==> src/rtl/spec_dep_pkg.sv <==
// Shared types for the speculative dependence tracker.
package spec_dep_pkg;
    // Kind of access presented on the request port.
    typedef enum logic {
        KIND_LOAD  = 1'b0,
        KIND_STORE = 1'b1
    } req_kind_e;
endpackage

==> src/rtl/sdt_rank_file.sv <==
// Per-context epoch rank registers.
// Compares each rank with the rank of the querying context.
// Assumes: lower rank = older epoch; reset rank of context i is i.
module sdt_rank_file #(
    parameter int NCTX   = 4,
    parameter int RANK_W = 3,
    localparam int CTX_W = (NCTX > 1) ? $clog2(NCTX) : 1
) (
    input  logic              clk,
    input  logic              rst_n,
    input  logic              wr_en,
    input  logic [CTX_W-1:0]  wr_ctx,
    input  logic [RANK_W-1:0] wr_rank,
    input  logic [CTX_W-1:0]  q_ctx,
    output logic [NCTX-1:0]   younger
);
    logic [NCTX-1:0][RANK_W-1:0] rank_q;

    // Rank storage with reset to context index.
    always_ff @(posedge clk) begin
        if (!rst_n) begin
            for (int i = 0; i < NCTX; i++) rank_q[i] <= RANK_W'(i);
        end else if (wr_en) begin
            rank_q[wr_ctx] <= wr_rank;
        end
    end

    // Mark every context strictly later in order than the querying one.
    always_comb begin
        for (int i = 0; i < NCTX; i++) younger[i] = (rank_q[i] > rank_q[q_ctx]);
    end
endmodule

==> src/rtl/sdt_tag_match.sv <==
// Fully associative tag lookup and free-line pick.
// Assumes: a line is live exactly when it has any mark set.
module sdt_tag_match #(
    parameter int NLINES = 16,
    parameter int TAG_W  = 26
) (
    input  logic [NLINES-1:0][TAG_W-1:0] tags,
    input  logic [NLINES-1:0]            live,
    input  logic [TAG_W-1:0]             q_tag,
    output logic [NLINES-1:0]            hit_vec,
    output logic                         hit,
    output logic [NLINES-1:0]            free_vec,
    output logic                         free_avail
);
    // Compare the query tag against every live line.
    always_comb begin
        for (int i = 0; i < NLINES; i++) hit_vec[i] = live[i] && (tags[i] == q_tag);
        hit = |hit_vec;
    end

    // Select the lowest-indexed free line as a one-hot vector.
    always_comb begin
        free_vec   = '0;
        free_avail = 1'b0;
        for (int i = NLINES - 1; i >= 0; i--) begin
            if (!live[i]) begin
                free_vec    = '0;
                free_vec[i] = 1'b1;
                free_avail  = 1'b1;
            end
        end
    end
endmodule

==> src/rtl/sdt_line_store.sv <==
// Line array: one tag plus a read mark and a write mark per context.
// Clearing by context mask is applied before the marks of the selected line are set.
// Assumes: the top never sets a mark for a context that it clears in the same cycle.
module sdt_line_store #(
    parameter int NLINES = 16,
    parameter int NCTX   = 4,
    parameter int TAG_W  = 26,
    localparam int CTX_W = (NCTX > 1) ? $clog2(NCTX) : 1
) (
    input  logic                         clk,
    input  logic                         rst_n,
    input  logic [NLINES-1:0]            line_we,
    input  logic                         set_rd,
    input  logic                         set_wr,
    input  logic [CTX_W-1:0]             wr_ctx,
    input  logic [TAG_W-1:0]             wr_tag,
    input  logic [NCTX-1:0]              clear_mask,
    output logic [NLINES-1:0][TAG_W-1:0] tags,
    output logic [NLINES-1:0][NCTX-1:0]  rd_marks,
    output logic [NLINES-1:0][NCTX-1:0]  wr_marks,
    output logic [NLINES-1:0]            live
);
    logic [NCTX-1:0] ctx_bit;
    assign ctx_bit = NCTX'(1) << wr_ctx;

    for (genvar g = 0; g < NLINES; g++) begin : g_line
        logic [TAG_W-1:0] tag_r;
        logic [NCTX-1:0]  rd_r, wr_r, rd_n, wr_n;

        // Next marks: clear the masked contexts, then add the new mark.
        always_comb begin
            rd_n = rd_r & ~clear_mask;
            wr_n = wr_r & ~clear_mask;
            if (line_we[g]) begin
                if (set_rd) rd_n = rd_n | ctx_bit;
                if (set_wr) wr_n = wr_n | ctx_bit;
            end
        end

        // Mark and tag registers for one line.
        always_ff @(posedge clk) begin
            if (!rst_n) begin
                tag_r <= '0;
                rd_r  <= '0;
                wr_r  <= '0;
            end else begin
                rd_r <= rd_n;
                wr_r <= wr_n;
                if (line_we[g]) tag_r <= wr_tag;
            end
        end

        assign tags[g]     = tag_r;
        assign rd_marks[g] = rd_r;
        assign wr_marks[g] = wr_r;
        assign live[g]     = |(rd_r | wr_r);

        // A line never carries write marks from two contexts.
        assert_single_writer_R6: assert property (@(posedge clk) disable iff (!rst_n)
            $onehot0(wr_r));

        for (genvar h = g + 1; h < NLINES; h++) begin : g_pair
            // Two live lines never hold the same tag.
            assert_unique_tag_R2: assert property (@(posedge clk) disable iff (!rst_n)
                (live[g] && live[h]) |-> (tags[g] != tags[h]));
        end
    end
endmodule

==> src/rtl/spec_dep_tracker.sv <==
// Top of the speculative epoch dependence tracker.
// One request per cycle (load notification or store, tagged with a context).
// Commit and abort take the whole cycle, so a request in that cycle is held.
// Violation and conflict pulses are registered and appear one cycle after the store.
module spec_dep_tracker
    import spec_dep_pkg::*;
#(
    parameter int NCTX   = 4,
    parameter int NLINES = 16,
    parameter int TAG_W  = 26,
    parameter int RANK_W = 3,
    localparam int CTX_W = (NCTX > 1) ? $clog2(NCTX) : 1
) (
    input  logic              clk,
    input  logic              rst_n,
    input  logic              req_valid,
    input  logic              req_store,
    input  logic [CTX_W-1:0]  req_ctx,
    input  logic [TAG_W-1:0]  req_tag,
    output logic              req_hold,
    output logic              full,
    input  logic              commit_valid,
    input  logic [CTX_W-1:0]  commit_ctx,
    input  logic              abort_valid,
    input  logic [CTX_W-1:0]  abort_ctx,
    input  logic              rank_we,
    input  logic [CTX_W-1:0]  rank_ctx,
    input  logic [RANK_W-1:0] rank_val,
    output logic [NCTX-1:0]   viol,
    output logic              conflict
);
    logic [NLINES-1:0][TAG_W-1:0] tags_arr;
    logic [NLINES-1:0][NCTX-1:0]  rd_arr, wr_arr;
    logic [NLINES-1:0]            live, hit_vec, free_vec, line_we;
    logic                         hit, free_avail;
    logic [NCTX-1:0]              younger, sel_rd, sel_wr, ctx_bit, viol_now, clear_mask;
    logic                         cmd_active, accept, conflict_now, do_store, do_load;
    req_kind_e                    kind;

    assign kind    = req_kind_e'(req_store);
    assign ctx_bit = NCTX'(1) << req_ctx;

    sdt_rank_file #(.NCTX(NCTX), .RANK_W(RANK_W)) u_rank (
        .clk(clk), .rst_n(rst_n), .wr_en(rank_we), .wr_ctx(rank_ctx),
        .wr_rank(rank_val), .q_ctx(req_ctx), .younger(younger)
    );

    sdt_tag_match #(.NLINES(NLINES), .TAG_W(TAG_W)) u_match (
        .tags(tags_arr), .live(live), .q_tag(req_tag), .hit_vec(hit_vec),
        .hit(hit), .free_vec(free_vec), .free_avail(free_avail)
    );

    // Gather the marks of the hit line (zero on a miss).
    always_comb begin
        sel_rd = '0;
        sel_wr = '0;
        for (int i = 0; i < NLINES; i++) begin
            if (hit_vec[i]) begin
                sel_rd = sel_rd | rd_arr[i];
                sel_wr = sel_wr | wr_arr[i];
            end
        end
    end

    // Request arbitration, conflict test and violation detection at lookup.
    always_comb begin
        cmd_active   = commit_valid || abort_valid;
        accept       = req_valid && !cmd_active && (hit || free_avail);
        full         = req_valid && !cmd_active && !hit && !free_avail;
        req_hold     = req_valid && !accept;
        conflict_now = accept && (kind == KIND_STORE) && |(sel_wr & ~ctx_bit);
        do_store     = accept && (kind == KIND_STORE) && !conflict_now;
        do_load      = accept && (kind == KIND_LOAD);
        viol_now     = do_store ? (sel_rd & younger & ~ctx_bit) : '0;
        clear_mask   = viol_now;
        if (commit_valid) clear_mask[commit_ctx] = 1'b1;
        if (abort_valid)  clear_mask[abort_ctx]  = 1'b1;
        line_we      = (do_load || do_store) ? (hit ? hit_vec : free_vec) : '0;
    end

    sdt_line_store #(.NLINES(NLINES), .NCTX(NCTX), .TAG_W(TAG_W)) u_lines (
        .clk(clk), .rst_n(rst_n), .line_we(line_we), .set_rd(do_load),
        .set_wr(do_store), .wr_ctx(req_ctx), .wr_tag(req_tag),
        .clear_mask(clear_mask), .tags(tags_arr), .rd_marks(rd_arr),
        .wr_marks(wr_arr), .live(live)
    );

    // Registered violation and conflict pulses.
    always_ff @(posedge clk) begin
        if (!rst_n) begin
            viol     <= '0;
            conflict <= 1'b0;
        end else begin
            viol     <= viol_now;
            conflict <= conflict_now;
        end
    end

    // A conflicting store flags nobody.
    assert_conflict_no_viol_R6: assert property (@(posedge clk) disable iff (!rst_n)
        conflict |-> (viol == '0));

    // Violations only follow a store request.
    assert_viol_after_store_R3: assert property (@(posedge clk) disable iff (!rst_n)
        (viol != '0) |-> $past(req_valid && req_store));

    // The storing context is never flagged.
    assert_storer_spared_R4: assert property (@(posedge clk) disable iff (!rst_n)
        (viol != '0) |-> !viol[$past(req_ctx)]);

    // A miss with no free line leaves every mark untouched.
    assert_full_no_change_R9: assert property (@(posedge clk) disable iff (!rst_n)
        full |=> ($stable(rd_arr) && $stable(wr_arr)));

    for (genvar g = 0; g < NLINES; g++) begin : g_chk
        // A flagged context holds no marks.
        assert_viol_cleared_R5: assert property (@(posedge clk) disable iff (!rst_n)
            ((rd_arr[g] | wr_arr[g]) & viol) == '0);

        // A committed context holds no marks in the next cycle.
        assert_commit_clears_R7: assert property (@(posedge clk) disable iff (!rst_n)
            commit_valid |=> !(rd_arr[g][$past(commit_ctx)] || wr_arr[g][$past(commit_ctx)]));
    end
endmodule

==> config.mk <==
export PLATFORM = sky130hd
export DESIGN_NAME = spec_dep_tracker
export DESIGN_NICKNAME = d
export VERILOG_FILES = /design/src/rtl/spec_dep_pkg.sv /design/src/rtl/sdt_rank_file.sv /design/src/rtl/sdt_tag_match.sv /design/src/rtl/sdt_line_store.sv /design/src/rtl/spec_dep_tracker.sv
export SDC_FILE = /design/constraint.sdc
export NUM_CORES = 2
export LEC_CHECK = 0
export BUFFER_PORTS_ARGS = -buffer_cell sky130_fd_sc_hd__buf_2
export CAP_MARGIN = 20
export CORE_AREA = 3 3 259 261
export CTS_CLUSTER_DIAMETER = 200
export DETAILED_ROUTE_END_ITERATION = 12
export DIE_AREA = 0 0 262 264
export GPL_ROUTABILITY_DRIVEN = 0
export PLACE_DENSITY = 0.6
export SETUP_SLACK_MARGIN = 0.05
export SYNTH_ARGS = -nofsm -noshare
export SYNTH_HDL_FRONTEND = slang
export SYNTH_SLANG_ARGS = --single-unit
==> constraint.sdc <==
create_clock -name clk -period 7.25 [get_ports clk]
set_input_delay 1.45 -clock clk [delete_from_list [all_inputs] [get_ports clk]]
set_output_delay 1.45 -clock clk [all_outputs]
set_load 0.05 [all_outputs]
==> results_dict.tcl <==
set metrics [dict create \
    hp-class "register to register" \
    setup_viol 0 \
    path_class "input port to primary output" \
    routed_wl_um 120000 \
    synth_nets 3135 \
    fin_ws_ns 0.705 \
    holdWs_ns 0.469 \
    final_antenna_net_count 0 \
    cts_setup_buffers 0 \
    firstDrtPassIters 8 \
    synthMuxAreaShare_pct 14.8 \
    totalPowerFinal_w 0.00699 \
    grt_pass1_wl_um 170000 \
    rsz0062_at_grt "no" \
    tritoncts "built" \
    synth_top_family_by_area "simple AND/OR/NAND/NOR gates" \
    synth_warnings 0 \
    viasPerCell 6.48 \
    synth_compound_area_share_pct 9.28 \
    yosysUniqueCellTypes 81 \
    nFillCells 6026 \
    fin_util_pct 50.0 \
    combPwrFrac_pct 8.3 \
    p_per_area_nw_per_um2 216 \
    grt_antenna_before_repair 3 \
    yosys_register_bits 561 \
    dp_hpwl_um 82600 \
    start_kind "input port" \
    clockBufferDepth 3 \
    p_clk_share_pct 47.4 \
    syn_avg_cell_area_um2 9.48 \
    fin_crit_ns 6.54 \
    worstPathMaxFanout 18 \
    clk_pin_slew_worst_paths_ns 0.06 \
    row_count 93 \
    crit_path_end_kind "primary output" \
    grt.overflow.total 0 \
    peakVddDrop_uv 197 \
    power.internal_w 0.00517 \
    clock.fmax_mhz 153 \
    synth_edf_count 0 \
    grt_usage_pct 33.5 \
    min_period_over_period_pct 90.3 \
    finalNetCount 3142 \
    crit_required_ns 5.80 \
    status "finished, final reports clean" \
    die_y_um 264 \
    arrival_ns 5.09 \
    cts_buffers 60 \
    grt_pass1_vias 24316 \
    start_util_pct 45.1 \
    swShare_pct 26.0 \
    synth-simple-area-share_pct 18.7 \
    clkLatencyLatePin_ns 0.66 \
    netSwitchingPower_w 0.00182 \
    cts_hold_buf 0 \
    slew_headroom_pct 14.4 \
    p_leak_nw 11.3 \
    final_cell_mix "dfxtp_1, nand2_1, mux2i_1" \
    ios 51 \
    tns_ns 0 \
    detail_route.wl_per_cell_um 30.1 \
    syn_to_final_growth_pct 10.9 \
    ctsResizeCount 0 \
    drive_above_1_share_pct 10.1 \
    yosysSeqAreaShare_pct 38.5 \
    async_flop_share_pct 0 \
    core-area_um2 64700 \
    yosys.area_share.xor_xnor_pct 12.8 \
    io_buffers 50 \
    num_vias 25867 \
    slew_viol_final 0 \
    place_ws_ns 0.887 \
    synthCells 3079 \
    drt-initial-drc-count 3825 \
    die_width_um 262 \
    cts.sink_count 561 \
    maxCapViolations 0 \
    die_area_um2 69200 \
    pwr-share-seq_pct 44.3 \
    drcViolationCount 0 \
    synthAdderAreaFrac_pct 0.514 \
    root_buffer "clkbuf_16" \
    finalClockSkew_ns 0.0340 \
    hold_viol_final 0 \
    grt_max_degree 94 \
    layout_commonest_cell "dfxtp_1" \
    ys.flop_type "dfxtp_1" \
    synth_area_um2 29200 \
    htreeDepth 2 \
    tightest_slew_ns 1.27 \
]
==> kinds of logic after synthesis <==
kind of cell,after synthesis
AO/OA/AOI/OAI,301
AND/OR/NAND/NOR,1067
multiplexers,429
adder cells (fa/ha/maj),12
buffers and inverters,282
XOR/XNOR,427
flip-flops,561
==> per-layer routing <==
metal	vias up	track usage [%]	share of wire [%]	wire, um
met5	-	0	0.0058	7
met1	12575	45.1	40	47500
met2	1798	49.6	42	50600
met3	413	9.10	13	15000
li1	11079	-	-	-
met4	2	15.9	5.7	6810
==> path summary, 6_finish.rpt <==
check,startpoint,to,slack [ns],depth (start not counted)
setup / recovery,req_tag[17],full,0.71,11
hold reg to reg,u_lines.g_line[15].tag_r[10],u_lines.g_line[15].tag_r[10],0.47,2
hold / removal,u_lines.g_line[15].tag_r[10],u_lines.g_line[15].tag_r[10],0.47,2
setup reg to reg,u_lines.g_line[7].wr_r[2],u_lines.g_line[11].rd_r[1],1.95,11
==> critical path, cell delays in order <==
cell	delay [ns]
buf_2	0.65
xor2_1	0.23
nor4_1	0.42
nand4_1	0.73
nor3_1	0.65
nor4_1	0.10
and4_1	0.24
buf_4	0.25
nand2_1	0.09
nor2_1	0.04
buf_2	0.21
==> flip-flops by register name, indices dropped and copies added (netlist names) <==
signal	count
u_rank.rank_q	12
u_lines.g_line.wr_r	64
viol	4
u_lines.g_line.tag_r	416
conflict	1
u_lines.g_line.rd_r	64
==> stage by stage <==
| step | cell area, um2 | std cells |
|---|---|---|
| 2_1_floorplan | 29200 | 3079 |
| 3_3_place_gp | 30100 | 3870 |
| 3_5_place_dp | 30200 | 3874 |
| 4_1_cts | 32300 | 3984 |
| 5_1_grt | 32400 | 3990 |
| 6_report | 32400 | 3990 |
==> cell usage after synthesis (all sizes together) (5+ instances only) <==
cell,n,share of area [%]
and4,22,0.66
or3,5,0.11
ha,12,0.51
nor4,127,3.0
xor2,243,7.3
o211ai,12,0.38
and2,19,0.41
nand2,525,6.8
a2111o,5,0.19
nor2,41,0.53
a31oi,8,0.17
nand3,53,0.91
a211oi,27,0.92
a21oi,11,0.23
nor3b,8,0.22
a221oi,7,0.39
xnor2,184,5.5
o2111ai,7,0.21
nor4b,7,0.21
inv,64,0.82
or2,7,0.15
and3,27,0.58
nand4,120,2.6
dfxtp,561,38
clkbuf,89,1.1
o32ai,36,1.1
o2bb2ai,12,0.36
a2bb2o,25,0.86
a222oi,8,0.27
a22oi,14,0.36
nor3,29,0.50
o21ai,6,0.10
mux2i,426,15
o22ai,5,0.11
buf,129,3.4
a22o,84,2.5
or4,53,1.4
==> power groups by stage <==
stage	clock [W]	sequential, W	combinational (W)
6_report	0.00331	0.00309	0.000579
5_1_grt	0.00344	0.00309	0.000592
4_1_cts	0.00334	0.00309	0.000561
3_5_place_dp	0	0.00316	0.000558
3_3_place_gp	0	0.00316	0.000547
2_1_floorplan	0	0.00316	0.000340
==> cell type report <==
type | count | area (um2) | share of cell area [%]
diodes | 1 | 2.50 | 0.00773
clock buffers | 85 | 1750 | 5.40
clock inverters | 25 | 367 | 1.13
inverters | 64 | 240 | 0.742
multi-input cells | 2236 | 16500 | 51.0
flip-flops and latches | 561 | 11200 | 34.7
well taps | 855 | 1070 | 3.30
repair buffers | 163 | 1210 | 3.75
Note: power is estimated with default switching activity, not from simulation.
